--- src/rtl/wol_pkg.sv ---
package wol_pkg;
    typedef enum logic [2:0] {
        F_IDLE,
        F_HDR,
        F_BODY,
        F_HELD,
        F_SKIP
    } frame_st_t;

    typedef enum logic {
        S_SYNC,
        S_REP
    } scan_st_t;
endpackage

--- src/rtl/wol_dest_filter.sv ---
module wol_dest_filter #(
    parameter int ADDR_BYTES = 6
) (
    input  logic                    clk,
    input  logic                    rst_n,
    input  logic                    rx_valid,
    input  logic                    rx_sof,
    input  logic [7:0]              rx_byte,
    input  logic [8*ADDR_BYTES-1:0] station_addr,
    output logic                    cand
);
    localparam int CW = $clog2(ADDR_BYTES + 1);

    logic [CW-1:0] cnt_q;
    logic          eq_q;
    logic          mcast_q;
    logic [7:0]    want;

    always_comb begin
        if (rx_sof)
            want = station_addr[8*ADDR_BYTES-1 -: 8];
        else
            want = station_addr[8*(ADDR_BYTES-1-int'(cnt_q)) +: 8];
    end

    always_ff @(posedge clk) begin
        if (!rst_n) begin
            cnt_q   <= '0;
            eq_q    <= 1'b0;
            mcast_q <= 1'b0;
        end else if (rx_valid && rx_sof) begin
            cnt_q   <= CW'(1);
            eq_q    <= (rx_byte == want);
            mcast_q <= rx_byte[0];
        end else if (rx_valid && cnt_q != '0 && cnt_q < CW'(ADDR_BYTES)) begin
            cnt_q <= cnt_q + CW'(1);
            eq_q  <= eq_q && (rx_byte == want);
        end
    end

    assign cand = (cnt_q == CW'(ADDR_BYTES)) && (eq_q || mcast_q);
endmodule

--- src/rtl/wol_pattern_scan.sv ---
module wol_pattern_scan
    import wol_pkg::*;
#(
    parameter int ADDR_BYTES = 6,
    parameter int SYNC_LEN   = 6,
    parameter int REPEATS    = 16
) (
    input  logic                    clk,
    input  logic                    rst_n,
    input  logic                    clear,
    input  logic                    en,
    input  logic [7:0]              rx_byte,
    input  logic [8*ADDR_BYTES-1:0] station_addr,
    output logic                    hit
);
    localparam int FW = $clog2(SYNC_LEN + 1);
    localparam int PW = (ADDR_BYTES > 1) ? $clog2(ADDR_BYTES) : 1;
    localparam int RW = (REPEATS > 1) ? $clog2(REPEATS) : 1;

    scan_st_t      st_q, st_d;
    logic [FW-1:0] ffrun_q, ffrun_d;
    logic [PW-1:0] pos_q, pos_d;
    logic [RW-1:0] rep_q, rep_d;
    logic          is_ff, byte_ok, last_pos, last_rep;
    logic [7:0]    want;

    assign is_ff    = (rx_byte == 8'hFF);
    assign want     = station_addr[8*(ADDR_BYTES-1-int'(pos_q)) +: 8];
    assign byte_ok  = (rx_byte == want);
    assign last_pos = (pos_q == PW'(ADDR_BYTES-1));
    assign last_rep = (rep_q == RW'(REPEATS-1));

    always_comb begin
        st_d    = st_q;
        pos_d   = pos_q;
        rep_d   = rep_q;
        ffrun_d = is_ff ? ((ffrun_q == FW'(SYNC_LEN)) ? ffrun_q : ffrun_q + FW'(1)) : '0;
        unique case (st_q)
            S_SYNC: begin
                if (!is_ff && ffrun_q == FW'(SYNC_LEN) &&
                    rx_byte == station_addr[8*ADDR_BYTES-1 -: 8]) begin
                    st_d  = S_REP;
                    pos_d = PW'(1);
                    rep_d = '0;
                end
            end
            S_REP: begin
                if (!byte_ok) begin
                    st_d  = S_SYNC;
                    pos_d = '0;
                    rep_d = '0;
                end else if (last_pos) begin
                    pos_d = '0;
                    if (last_rep) begin
                        st_d  = S_SYNC;
                        rep_d = '0;
                    end else begin
                        rep_d = rep_q + RW'(1);
                    end
                end else begin
                    pos_d = pos_q + PW'(1);
                end
            end
        endcase
    end

    always_ff @(posedge clk) begin
        if (!rst_n || clear) begin
            st_q    <= S_SYNC;
            ffrun_q <= '0;
            pos_q   <= '0;
            rep_q   <= '0;
        end else if (en) begin
            st_q    <= st_d;
            ffrun_q <= ffrun_d;
            pos_q   <= pos_d;
            rep_q   <= rep_d;
        end
    end

    assign hit = en && (st_q == S_REP) && byte_ok && last_pos && last_rep;

    // the copy phase is only entered after a full sync run
    assert_rep_after_sync_R2: assert property (@(posedge clk) disable iff (!rst_n)
        (st_q == S_REP && $past(st_q) == S_SYNC) |-> $past(ffrun_q) == FW'(SYNC_LEN));
endmodule

--- src/rtl/wol_frame_detector.sv ---
module wol_frame_detector
    import wol_pkg::*;
#(
    parameter int ADDR_BYTES = 6,
    parameter int SYNC_LEN   = 6,
    parameter int REPEATS    = 16,
    parameter int HDR_BYTES  = 12
) (
    input  logic                    clk,
    input  logic                    rst_n,
    input  logic                    rx_valid,
    input  logic                    rx_sof,
    input  logic                    rx_eof,
    input  logic                    rx_crc_ok,
    input  logic [7:0]              rx_byte,
    input  logic [8*ADDR_BYTES-1:0] station_addr,
    input  logic                    wake_global_en,
    input  logic                    wake_magic_en,
    input  logic                    wake_clear,
    output logic                    wake_n
);
    localparam int HW = $clog2(HDR_BYTES + 1);

    frame_st_t     st_q, st_d;
    logic [HW-1:0] hdr_q;
    logic          armed, cand, hit, scan_en, scan_clr, wake_set, wake_q;

    assign armed    = wake_global_en && wake_magic_en;
    assign scan_clr = !armed || (rx_valid && rx_sof);
    assign scan_en  = armed && rx_valid && !rx_sof && (st_q == F_BODY);

    wol_dest_filter #(.ADDR_BYTES(ADDR_BYTES)) u_filter (
        .clk          (clk),
        .rst_n        (rst_n),
        .rx_valid     (rx_valid),
        .rx_sof       (rx_sof),
        .rx_byte      (rx_byte),
        .station_addr (station_addr),
        .cand         (cand)
    );

    wol_pattern_scan #(
        .ADDR_BYTES (ADDR_BYTES),
        .SYNC_LEN   (SYNC_LEN),
        .REPEATS    (REPEATS)
    ) u_scan (
        .clk          (clk),
        .rst_n        (rst_n),
        .clear        (scan_clr),
        .en           (scan_en),
        .rx_byte      (rx_byte),
        .station_addr (station_addr),
        .hit          (hit)
    );

    always_comb begin
        st_d = st_q;
        if (!armed) begin
            st_d = F_IDLE;
        end else if (rx_valid && rx_sof) begin
            st_d = rx_eof ? F_IDLE : F_HDR;
        end else if (rx_valid) begin
            unique case (st_q)
                F_IDLE: st_d = F_IDLE;
                F_HDR: begin
                    if (rx_eof)
                        st_d = F_IDLE;
                    else if (hdr_q == HW'(HDR_BYTES-1))
                        st_d = cand ? F_BODY : F_SKIP;
                end
                F_BODY: begin
                    if (rx_eof)
                        st_d = F_IDLE;
                    else if (hit)
                        st_d = F_HELD;
                end
                F_HELD: if (rx_eof) st_d = F_IDLE;
                F_SKIP: if (rx_eof) st_d = F_IDLE;
                default: st_d = F_IDLE;
            endcase
        end
    end

    always_ff @(posedge clk) begin
        if (!rst_n) begin
            st_q  <= F_IDLE;
            hdr_q <= '0;
        end else begin
            st_q <= st_d;
            if (rx_valid && rx_sof)
                hdr_q <= HW'(1);
            else if (rx_valid && st_q == F_HDR)
                hdr_q <= hdr_q + HW'(1);
        end
    end

    assign wake_set = armed && rx_valid && rx_eof && rx_crc_ok && !rx_sof &&
                      ((st_q == F_HELD) || (st_q == F_BODY && hit));

    always_ff @(posedge clk) begin
        if (!rst_n || !armed)
            wake_q <= 1'b0;
        else if (wake_set)
            wake_q <= 1'b1;
        else if (wake_clear)
            wake_q <= 1'b0;
    end

    assign wake_n = !wake_q;

    // wake only follows a good-CRC end-of-frame byte
    assert_wake_on_good_eof_R5: assert property (@(posedge clk) disable iff (!rst_n)
        $fell(wake_n) |-> $past(rx_valid && rx_eof && rx_crc_ok));
    // wake request is sticky without a clear
    assert_wake_sticky_R8: assert property (@(posedge clk) disable iff (!rst_n)
        (!wake_n && !wake_clear && armed) |=> !wake_n);
    // disarming releases the request
    assert_disarm_release_R7: assert property (@(posedge clk) disable iff (!rst_n)
        !armed |=> wake_n);
    // scanning only for accepted destinations
    assert_body_needs_cand_R4: assert property (@(posedge clk) disable iff (!rst_n)
        (st_q == F_BODY && $past(st_q) == F_HDR) |-> $past(cand));
endmodule

--- config.mk ---
export PLATFORM = sky130hd
export DESIGN_NAME = wol_frame_detector
export DESIGN_NICKNAME = d
export VERILOG_FILES = /design/src/rtl/wol_pkg.sv /design/src/rtl/wol_dest_filter.sv /design/src/rtl/wol_pattern_scan.sv /design/src/rtl/wol_frame_detector.sv
export SDC_FILE = /design/constraint.sdc
export NUM_CORES = 1
export LEC_CHECK = 0
export BUFFER_PORTS_ARGS = -buffer_cell sky130_fd_sc_hd__buf_4
export CORE_MARGIN = 3
export CORE_UTILIZATION = 35
export DETAILED_ROUTE_END_ITERATION = 8
export PLACE_DENSITY = 0.68
export SETUP_SLACK_MARGIN = 0.2
export SLEW_MARGIN = 20
export SYNTH_ARGS = -nofsm -noshare
export SYNTH_HDL_FRONTEND = slang
export SYNTH_SLANG_ARGS = --single-unit
--- constraint.sdc ---
create_clock -name clk -period 3.7 [get_ports clk]
set_clock_uncertainty 0.15 [all_clocks]
set_input_delay 0.555 -clock clk [delete_from_list [all_inputs] [get_ports clk]]
set_output_delay 0.555 -clock clk [all_outputs]
set_load 0.01 [all_outputs]
Word-level counts from Yosys, hierarchy flattened:

Cells that the tools add are included.
W data, S select, Z words.

* output and inout bits: 1
* input bits: 65
* register bits: 24

* reductions and logical operators: 43
* shift operators: 2
* mux-type cells: 35
* magnitude comparators: 1
* bitwise operators: 2
* add/sub/neg operators: 7
* eq/ne operators: 19

Operator list (number)
* $shiftx A48 B32 Y8: 2
* $mux W3: 13
* $eq A8 B8 Y1: 3
* $logic_and A1 B1 Y1: 21
* $mux W4: 4
* $mux W1: 13
* $eq A3 B3 Y1 const B: 4
* $add A3 B1 Y3 const B: 3
* $pmux W3 S3: 1
* $add A4 B1 Y4 const B: 2
* $eq A4 B4 Y1 const B: 2
* $eq A8 B8 Y1 const B: 1
* $mux W8: 1
* $ne A4 B4 Y1 const B: 2
* $pmux W4 S2: 1
* $reduce_bool A2 Y1: 4
* $sub A3 B3 Y4 const A: 2
* $eq A3 B2 Y1 const B: 2
* $pmux W3 S2: 1
* $reduce_and A2 Y1: 3
* $logic_not A1 Y1: 5
* $logic_or A1 B1 Y1: 5
* $reduce_and A4 Y1: 1
* $reduce_or A2 Y1: 2
* other kinds (10): 11

Logic depth before layout (Yosys ltp):

* depth after elaboration: 13
* mapped depth: 11
* depth with buffers taken out: 9

Modules after synthesis:

Synthesis repeated with hierarchy kept, for this count alone.

* cells, all modules: 343
* area, all modules: 2852.7 um^2

By module, submodules not included
* wol_pattern_scan: cells an instance 148, area each 1316.3 um^2, times used 1
* wol_dest_filter: cells an instance 138, area each 1058.5 um^2, times used 1
* wol_frame_detector: cells an instance 57, area each 478.0 um^2, times used 1

Worst setup path after synthesis:

Ideal clock, no wire load.

* path type: register to register
* start point: reg u_scan.pos_q[1]
* end point: reg u_scan.rep_q[0]
* setup slack: 0.686 ns
* arrival time: 2.797 ns
* period minus slack after synthesis: 3.014 ns
* required time: 3.483 ns
* cell stages (with the launch flop): 11
* cell sequence: dfxtp_1 > inv_1 > ha_1 > buf_6 > mux2_4 > a222oi_1 > xnor2_1 > nor4_4 > nand3_2 > or4b_4 > a21oi_2

* word-level cells in the longest chain between the ends: 5

RTL lines
* from (decl): line wol_pattern_scan.sv:22 `logic [PW-1:0] pos_q, pos_d;`
* from (signal assigned): line wol_pattern_scan.sv:76 `pos_q <= pos_d;`
* $sub A3 B3 Y4: line wol_pattern_scan.sv:28 `assign want = station_addr[8*(ADDR_BYTES-1-int'(pos_q)) +: 8];`
* $shiftx A48 B32 Y8: line wol_pattern_scan.sv:28
* $eq A8 B8 Y1: line wol_pattern_scan.sv:29 `assign byte_ok = (rx_byte == want);`
* $ne A3 B3 Y1 (no source line) / $mux W4 (equally long branches)
* $reduce_and A3 Y1 (no source line) / $pmux W4 S2 (equally long branches)
* to (signal assigned): line wol_pattern_scan.sv:77 `rep_q <= rep_d;`
* to (decl): line wol_pattern_scan.sv:23 `logic [RW-1:0] rep_q, rep_d;`

Parallel ways exist; a longest one is shown, timed or not.
A chain may end at the register's enable or synchronous reset.

Final worst setup path:

Same ends and word-level chain as after synthesis.

==> impl_metrics.tcl <==
set metrics [dict create \
    p_int_uw 528 \
    finalPower_uw 719 \
    synth_edf_count 0 \
    drive_gt1_share_pct 33.9 \
    fin_cells 435 \
    min_path_type "reg -> reg" \
    syn_inst 278 \
    die_h_um 90.9 \
    die_area_um2 8260 \
    routedWlPerCell_um 16.4 \
    dpl.hpwl_mm 5.75 \
    clock_latency_ns 0.27 \
    p_seq_share_pct 36.8 \
    slew-limit-headroom_pct 39.5 \
    worst-path-max-fanout 17 \
    cap_viol_max_count 0 \
    antenna_left 0 \
    utilization_pct 45.9 \
    rsz0062_at_grt "no" \
    gp_congestion 0.868 \
    finalCritPeriodShare_pct 90.1 \
    area_growth_pct 25.6 \
    finalWorstSetupSlack_ns 0.365 \
    ys_types 61 \
    numPortBuffers 65 \
    wl_mm 7.12 \
    cts.sinks 24 \
    grt_max_degree 20 \
    hold_viol_final 0 \
    vias 2454 \
    viasPerCell 5.64 \
    cp.required_ns 3.75 \
    highest_layer "met4" \
    synth.avg_cell_area_um2 9.07 \
    min_period_ns 3.34 \
    final.setup.tns_ns 0 \
    htree_levels 1 \
    drv_slew 0 \
    antenna_found_initial 0 \
    finalSetupViolCount 0 \
    cts_made_buffers 3 \
    wl_met2_mm 3.29 \
    cts_root_buf "clkbuf_8" \
    dp_cells 431 \
    post_cts_buffers 0 \
    pin_count 66 \
    status "complete, no violations" \
    netlist_area_um2 2520 \
    ys_async_sr_fraction_pct 0 \
    r2r_slack_ns 0.36 \
    fin_hold_ws_ns 0.326 \
    grt_usage_pct 16.9 \
    ys_seq_area_share_pct 19.0 \
    initial_core_util_pct 36.5 \
    cts.reportedPaths.clkPinSlew_ns 0.09 \
    peakVddDrop_uv 100 \
    end_kind "register" \
    row_count 30 \
    combPwrFrac_pct 31.0 \
    p_per_area_nw_per_um2 227 \
    worst_pin_slew_ns 0.901 \
    clkPwrFrac_pct 32.3 \
    drt_iter0_markers 179 \
    crit_type "reg -> reg" \
    drc 0 \
    yosysWarnings 0 \
    cts_tree "built" \
    cp_data_arrival_time_ns 3.39 \
    dpl_cell_area_um2 3090 \
    gr-total-overflow 0 \
    wl_met3_um 472 \
    firstDrtPassIters 5 \
    core_area_um2 6910 \
    yosys_register_bits 24 \
    grt_pass1_wl_mm 11.6 \
    num_antenna_cells 0 \
    reg2regPathDepth 10 \
    clock_path_buffers 2 \
    fp.dieW_um 90.9 \
    synth_fp_nets 354 \
    synth-main-ff-cell "dfxtp_1" \
    fmax_mhz 300 \
    power.switching_uw 190 \
    final_area_um2 3170 \
    start_kind "register" \
    wl_met1_mm 3.25 \
    whs_path_depth 2 \
    dp_worst_setup_slack_ns 0.359 \
    p_leak_nw 1.24 \
    switching_share_pct 26.5 \
    nets 416 \
    grt_pass1_vias 2476 \
]
[synthesized netlist by cell type, types with 2 or more instances]
cell,number,area share [%]
dfxtp_1,24,19
nor2_1,22,3.3
mux2_2,20,8.9
nand2_1,20,3.0
xor2_1,19,6.6
a21oi_1,11,2.2
ha_1,11,5.5
mux2i_1,11,4.4
a22oi_1,9,2.7
xnor2_1,9,3.1
mux4_2,8,7.1
nand3_1,8,1.6
o2bb2ai_1,8,2.8
a222oi_1,7,2.8
and3_1,7,1.7
clkbuf_1,7,1.0
inv_1,7,1.0
nand4_1,6,1.5
nor3_1,4,0.79
a21boi_0,3,0.89
nand4b_1,3,1.0
nor3b_2,3,1.5
o211a_1,3,1.2
a31o_2,2,0.69
a32o_1,2,0.79
mux2_1,2,0.89
mux2_4,2,1.2
nand3b_1,2,0.60
nor2b_1,2,0.50
nor3b_1,2,0.60
o211ai_1,2,0.60
o21ai_0,2,0.40
o22ai_1,2,0.50
[flip-flops by register name (all words and copies together) (netlist names), 3 cells and up]
register and flops:
u_scan.rep_q 4, u_filter.cnt_q 3, u_scan.pos_q 3, hdr_q 4, st_q 3, u_scan.ffrun_q 3
[cell families after synthesis]
kind of cell | Yosys count | share of synthesized area (%)
simple gates | 91 | 20.4
compound gates | 61 | 19.0
mux | 43 | 22.5
xor+xnor | 28 | 9.72
flops | 24 | 19.0
buf+inv | 20 | 3.82
fa+ha+maj | 11 | 5.46
[final cells by class]
type                            instances  area (µm²)
Fill cell                             713        3740
Multi-Input combinational cell        234        1950
Timing Repair Buffer                   69         522
Sequential cell                        24         480
Tap cell                               96         120
Clock buffer                            3        41.3
Clock inverter                          1        30.0
Inverter                                8        30.0
[power by group through the flow]
stage | Clock (mW) | Sequential, mW | Combinational [mW]
6_report | 0.232 | 0.264 | 0.222
4_1_cts | 0.235 | 0.264 | 0.222
3_5_place_dp | 0 | 0.270 | 0.222
5_1_grt | 0.242 | 0.265 | 0.241
3_3_place_gp | 0 | 0.270 | 0.219
2_1_floorplan | 0 | 0.270 | 0.127
[critical path, cell delays in order (launching register included)]
cell and delay [ns]:
dfxtp_1 0.44, inv_1 0.09, ha_1 0.30, buf_6 0.21, mux2_4 0.32, a222oi_1 0.41, xnor2_1 0.16, nor4_4 0.31
nand3_2 0.19, or4b_4 0.55, a21oi_2 0.14
[layer usage]
metal | up-vias | GRT usage (%)
met5 | - | 0
met4 | 0 | 5.53
met3 | 10 | 2.00
met2 | 94 | 28.1
met1 | 1157 | 22.8
li1 | 1193 | -
[final timing paths]
path | startpoint | endpoint
setup / recovery | u_scan.pos_q[1]$_SDFFE_PP0P_ | u_scan.rep_q[0]$_SDFFE_PP0P_
hold / removal | u_filter.mcast_q$_SDFFE_PN0P_ | u_filter.mcast_q$_SDFFE_PN0P_
setup reg to reg | u_scan.pos_q[1]$_SDFFE_PP0P_ | u_scan.rep_q[0]$_SDFFE_PP0P_
hold reg to reg | u_filter.mcast_q$_SDFFE_PN0P_ | u_filter.mcast_q$_SDFFE_PN0P_
[cells in the final DEF, fill, tap and decap left out, drive strengths merged, types with 4 or more instances in the layout]
cell / n
mux4: 8
a22oi: 9
o2bb2ai: 8
ha: 11
nand4: 6
nor3b: 5
buf: 69
mux2i: 11
a21oi: 12
nand2: 20
nand3: 9
nor2: 22
inv: 7
a222oi: 7
xor2: 19
dfxtp: 24
mux2: 24
nor3: 4
and3: 7
xnor2: 9
[timing repair]
| action | CTS | global route |
|---|---|---|
| setup endpoints to repair | 0 | 2 |
| hold buffers | 0 | 0 |
| resized for setup | 0 | 1 |
Note: power is estimated with default switching activity, not from simulation.
